==> src/rtl/safe_unlock.sv <==
module safe_unlock #(
  parameter int          WIN_UNITS = 8,
  parameter int          UNIT_CYC  = 16,
  parameter logic [7:0]  KEY_FIRST = 8'h57,
  parameter logic [7:0]  KEY_LAST  = 8'hA8,
  parameter logic [7:0]  ID_VALUE  = 8'h04,
  parameter logic [1:0]  A_KEY     = 2'd0,
  parameter logic [1:0]  A_ID      = 2'd1,
  parameter logic [1:0]  A_DEMO    = 2'd2
) (
  input  logic       clk,
  input  logic       rst_n,
  input  logic       wr_en,
  input  logic [1:0] wr_addr,
  input  logic [7:0] wr_data,
  input  logic [1:0] rd_addr,
  output logic [7:0] rd_data,
  output logic       wr_allow
);
  localparam int WIN   = WIN_UNITS * UNIT_CYC;
  localparam int CNT_W = $clog2(WIN);
  localparam int TMR_W = $clog2(WIN_UNITS);

  typedef enum logic [1:0] {ST_IDLE = 2'b00, ST_HALF = 2'b01, ST_OPEN = 2'b11} st_t;

  st_t              state;
  logic [CNT_W-1:0] cnt;
  logic [7:0]       demo;
  logic             key_wr;
  logic [TMR_W-1:0] tmr;
  logic [7:0]       status;

  assign key_wr   = wr_en && (wr_addr == A_KEY);
  assign wr_allow = (state == ST_OPEN);
  assign tmr      = wr_allow ? cnt[CNT_W-1 -: TMR_W] : '0;
  assign status   = {1'b0, tmr, wr_allow, 1'b0, state};

  always_ff @(posedge clk or negedge rst_n) begin
    if (!rst_n) begin
      state <= ST_IDLE;
      cnt   <= '0;
    end else begin
      unique case (state)
        ST_IDLE: if (key_wr && wr_data == KEY_FIRST) state <= ST_HALF;
        ST_HALF: if (key_wr) begin
          if (wr_data == KEY_LAST) begin
            state <= ST_OPEN;
            cnt   <= CNT_W'(WIN - 1);
          end else begin
            state <= ST_IDLE;
          end
        end
        ST_OPEN: begin
          if (key_wr || cnt == '0) begin
            state <= ST_IDLE;
            cnt   <= '0;
          end else begin
            cnt <= cnt - 1'b1;
          end
        end
        default: state <= ST_IDLE;
      endcase
    end
  end

  always_ff @(posedge clk or negedge rst_n) begin
    if (!rst_n)                                       demo <= '0;
    else if (wr_allow && wr_en && wr_addr == A_DEMO)  demo <= wr_data;
  end

  always_comb begin
    unique case (rd_addr)
      A_KEY:   rd_data = status;
      A_ID:    rd_data = ID_VALUE;
      A_DEMO:  rd_data = demo;
      default: rd_data = '0;
    endcase
  end
endmodule

==> config.mk <==
export PLATFORM = sky130hd
export DESIGN_NAME = safe_unlock
export DESIGN_NICKNAME = d
export VERILOG_FILES = /design/src/rtl/safe_unlock.sv
export SDC_FILE = /design/constraint.sdc
export NUM_CORES = 1
export LEC_CHECK = 0
export BUFFER_PORTS_ARGS = -buffer_cell sky130_fd_sc_hd__clkbuf_2
export CORE_MARGIN = 4
export CORE_UTILIZATION = 50
export CTS_BUF_LIST = sky130_fd_sc_hd__clkbuf_16
export DETAILED_ROUTE_END_ITERATION = 7
export PLACE_DENSITY_LB_ADDON = 0.05
export SYNTH_ARGS = -nofsm -noshare
export SYNTH_HDL_FRONTEND = slang
export SYNTH_SLANG_ARGS = --single-unit
==> constraint.sdc <==
create_clock -name clk -period 1.8 [get_ports clk]
set_input_delay 0.09 -clock clk [delete_from_list [all_inputs] [get_ports clk]]
set_output_delay 0.09 -clock clk [all_outputs]
set_load 0.02 [all_outputs]
Word level (Yosys, flattened, before mapping)
Cells that the tools add are included.
- register bits: 17
- input port bits: 15
- output and inout bits: 9
- word-level logic and storage cells: 38
- $add $sub $neg: 1
- equal/unequal tests: 11
- mux-type cells: 11
- reduce and logical (&&, ||, !) cells: 12
- operators with widths (kind ; number):
    $pmux W8 S3 ; 1
    $mux W7 ; 3
    $pmux W7 S2 ; 1
    $eq A8 B7 Y1 const B ; 1
    $eq A8 B8 Y1 const B ; 1
    $mux W2 ; 4
    $logic_not A7 Y1 ; 1
    $sub A7 B1 Y7 const B ; 1
    $eq A2 B2 Y1 const B ; 3
    $logic_not A2 Y1 ; 3
    $ne A2 B2 Y1 const B ; 3
    $pmux W2 S3 ; 1
    $reduce_and A3 Y1 ; 2
    $eq A2 B1 Y1 const B ; 2
    $logic_and A1 B1 Y1 ; 4
    $mux W3 ; 1
    $ne A2 B1 Y1 const B ; 1
    $reduce_bool A2 Y1 ; 1
    $logic_or A1 B1 Y1 ; 1

Longest topological paths before layout
- depth in word-level cells: 5
- gate-level depth with buffers: 5
- depth with buffers taken out: 5

Worst setup path before layout
No wires, ideal clock.
- path type: reg2reg
- start: register state[1]
- end: register demo[0]
- setup time: 125 ps
- arrival time: 1193 ps
- data required time: 1675 ps
- path slack: 482 ps
- cell stages (with the launch flop): 5
- buffers on the path: 0
- clock period less this slack: 1318 ps
- cells stage by stage: dfrtp_1 -> nand2_2 -> clkinv_2 -> nand4b_4 -> mux2_2
- word-level cells in the longest chain between the ends: 3
- RTL lines (element ; RTL line ; RTL):
    start, declared ; 26 ; st_t state;
    start signal, assigned ; 40 ; state <= ST_IDLE;
    start signal, assigned ; 44 ; ST_IDLE: if (key_wr && wr_data == KEY_FIRST) state <= ST_HALF;
    start signal, assigned ; 47 ; state <= ST_OPEN;
    $eq A2 B2 Y1 ; 34 ; assign wr_allow = (state == ST_OPEN);
    via wr_allow ; 18 ; output logic wr_allow
    $logic_and A1 B1 Y1 (2 in a row) ; 68 ; else if (wr_allow && wr_en && wr_addr == A_DEMO) demo <= wr_data;
    end signal, assigned ; 68 ;
    end, declared ; 28 ; logic [7:0] demo;
The timed path passes the listed nets, and every way through them passes these cells.
A chain may end at the register's enable or synchronous reset.

Worst setup path after layout
- start: register state[0]
- end: output rd_data[5]
- word-level cells in the longest chain between the ends: 3
- RTL lines (element ; RTL line ; RTL):
    $eq A2 B2 Y1 ; 34 ;
    $mux W3 ; 35 ; assign tmr = wr_allow ? cnt[CNT_W-1 -: TMR_W] : '0;
    $pmux W8 S3 ; 72 ; unique case (rd_addr)
    end, declared ; 17 ; output logic [7:0] rd_data,
No other way between the ends.

==> run_results.csv <==
group,metric,value,unit
power_and_ir_drop,power_density,696,mW/mm2
global_route,overflow,0,
logic_synthesis,yosys.area_share.simple,0.249,
placement,dp_hpwl,1.74,mm
logic_synthesis,synthXorXnorAreaFrac,0,
finish,seq_area,425,um2
cts,cts.path.max_buffers,2,
route,first_pass_iters,4,
logic_synthesis,synth_edf_count,0,
timing,slew_violations,0,
worst_setup_path,worstPathMaxFanout,11,
logic_synthesis,yosys_warnings,0,
cts,cts_tree,"done",
cts,cts_setup_buffers,0,
timing,worstMarginPinSlew,419,ps
cts,clk_pin_slew,50,ps
finish,final_common_cell,"clkbuf_2",
worst_setup_path,required,1710,ps
cts,clkSinkCount,17,
route,vias_per_cell,5.77,
route,finalWirelength,2.30,mm
timing,setup_viol,0,
finish,diodes,0,
timing,hold_viol_final,0,
global_route,gr-usage-met2,0.318,
route,post_drt_wl_per_cell,14.5,um
timing,fin_crit,1610,ps
logic_synthesis,synth-seq-area-share,0.415,
placement,place_congestion,0.846,
finish,nets,149,
global_route,grt_max_degree,18,
die,dieArea,0.00284,mm2
logic_synthesis,syn-num-nets,122,
placement,preCtsSetupSlack,260,ps
worst_setup_path,critical_path_class,"register to output port",
cts,cts_made_buffers,3,
logic_synthesis,synthArstFlopShare,1.00,
global_route,antenna_found_initial,0,
finish,multiInputGateArea,572,um2
die,die_y,53.3,um
logic_synthesis,synth_top_area_frac,0.415,
die,rows,16,
die,initial_core_util,0.522,
timing,fmax,0.621,GHz
run_status,status,"finished clean",
power_and_ir_drop,peakVddDrop,0.475,mV
worst_setup_path,crit_arrival,1520,ps
global_route,met1_usage,0.250,
logic_synthesis,yosysTopAreaCell,"dfrtp_1",
logic_synthesis,synth_top_family_by_area,"simple AND/OR/NAND/NOR gates",
placement,port_buffers,23,
logic_synthesis,synth_adder_area_share,0.0244,
die,fp.dieW,53.3,um
global_route,grtUsageTotal,0.194,
power_and_ir_drop,power_leakage,0.620,nW
timing,setup_tns,0,ps
finish,final_cell_mix,"23 x clkbuf_2, 17 x dfrtp_1, 16 x a21oi_1",
route,antenna_left,0,
logic_synthesis,syn_area_per_cell,9.76,um2
route,drt_iter0_drc,30,
logic_synthesis,synth-compound-area-share,0.177,
timing,fin_crit_sh,0.894,
timing,relSlewSlack,0.717,
placement,dp_cells,153,
worst_hold_path,min_path_type,"input pin to register",
global_route,grt_pass1_vias,920,
finish,fin_cells,158,
die,core_area,0.00196,mm2
cts,cts-root-buf,"clkbuf_16",
logic_synthesis,syn_area,0.00102,mm2
global_route,top_usage_layer,"met2",
worst_setup_path,startpoint_type,"register",
global_route,grt_pass1_wl,3.99,mm
cts,htreeDepth,1,
route,vias,911,
cts,clkLatencyLatePin,250,ps
worst_setup_path,end_kind,"output port",
logic_synthesis,synth_cell_types,37,
logic_synthesis,synthFlopType,"dfrtp_1",
logic_synthesis,synth.area.mux_share,0.107,
timing,grt_setup_unrepaired,"no",
logic_synthesis,synthTopCellsByArea,"dfrtp_1 42%, mux2_2 8.8%, a21oi_1 7.8%",
timing,setup_ws,191,ps
finish,drive_gt1_frac,0.328,
timing,skew,1.37,ps
finish,fillCellCount,171,
finish,syn_to_final_growth,22.5,%
global_route,gr-usage-met3,0.0338,
logic_synthesis,synth_cells,105,
die,ios,24,
job,maxCapViolations,0,
logic_synthesis,synth-seq-cells,17,
route,drc_errors,0,
cells in the mapped netlist, types with 2 or more instances:
library cell  count
nor2b_1           3
nand2_1           7
nor2_2            2
nor2_1            9
mux2_2            8
nand3_1           4
nand3b_1          2
and3_1            2
dfrtp_1          17
nor3_1            2
a21oi_1          16
inv_1             4
ha_1              2
mux2i_1           2
o21ai_0           3
flip-flops by register name (all words and copies together), names as in the netlist:
signal	flops
demo	8
cnt	7
state	2
logic make-up (layout without fill, tap and decap cells):
logic type	Yosys count	after routing
and+or+nand+nor	42	42
AOI/OAI and AO/OA	27	27
DFF	17	17
muxes	10	10
buffers and inverters	7	33
adders and majority gates	2	2
cell type report:
type | instances | share of cell area
flip-flops and latches | 17 | 0.339
clock buffers | 3 | 0.0598
multi-input cells | 81 | 0.456
inverters | 5 | 0.0160
well taps | 27 | 0.0269
clock inverters | 1 | 0.00299
repair buffers | 24 | 0.0997
worst paths after layout:
kind | from | end | slack [ps] | cells after the start
setup / recovery | state[0]$_DFFE_PN0P_ | rd_data[5] | 190 | 5
hold / removal | wr_data[4] | demo[4]$_DFFE_PN0P_ | 110 | 2
setup reg to reg | state[1]$_DFFE_PN0P_ | demo[3]$_DFFE_PN0P_ | 260 | 4
hold reg to reg | demo[7]$_DFFE_PN0P_ | demo[7]$_DFFE_PN0P_ | 500 | 1
max in group asynchronous | rst_n | state[1]$_DFFE_PN0P_ | 1190 | 2
min in group asynchronous | rst_n | demo[6]$_DFFE_PN0P_ | 310 | 2
stage by stage:
step / hold slack, ps / power, W / utilization / cell area (um2)
after floorplan: -206 / 0.000406 / - / 1020
after global placement: 39.2 / 0.000441 / 0.594 / 1170
after detailed placement: 41.8 / 0.000441 / 0.594 / 1170
after CTS: 107 / 0.000877 / 0.640 / 1250
after global routing: 120 / 0.000900 / 0.640 / 1250
final: 106 / 0.000874 / 0.640 / 1250
worst max-delay path, cell delays in order, from the launching register on:
cell and delay, ps:
dfrtp_1 460, nand2_2 190, clkinv_2 170, nand3b_1 100, a21oi_1 160, clkbuf_2 190
per-layer routing:
| layer | vias to the layer above | routed length (um) |
|---|---|---|
| met5 | - | 0 |
| met3 | 5 | 132 |
| met1 | 440 | 1070 |
| li1 | 434 | - |
| met4 | 0 | 33 |
| met2 | 32 | 1070 |
timing repair:
item / in CTS / in global routing
endpoints found under the hold margin: 17 / 0
resized for setup: 0 / 0
hold buffers: 1 / 0
power by group:
part / switching [W] / total (W) / internal (W)
Sequential: 0.000000265 / 0.000383 / 0.000383
Clock: 0.000142 / 0.000437 / 0.000295
Combinational: 0.0000323 / 0.0000534 / 0.0000210
(Power assumes the default switching activity.)
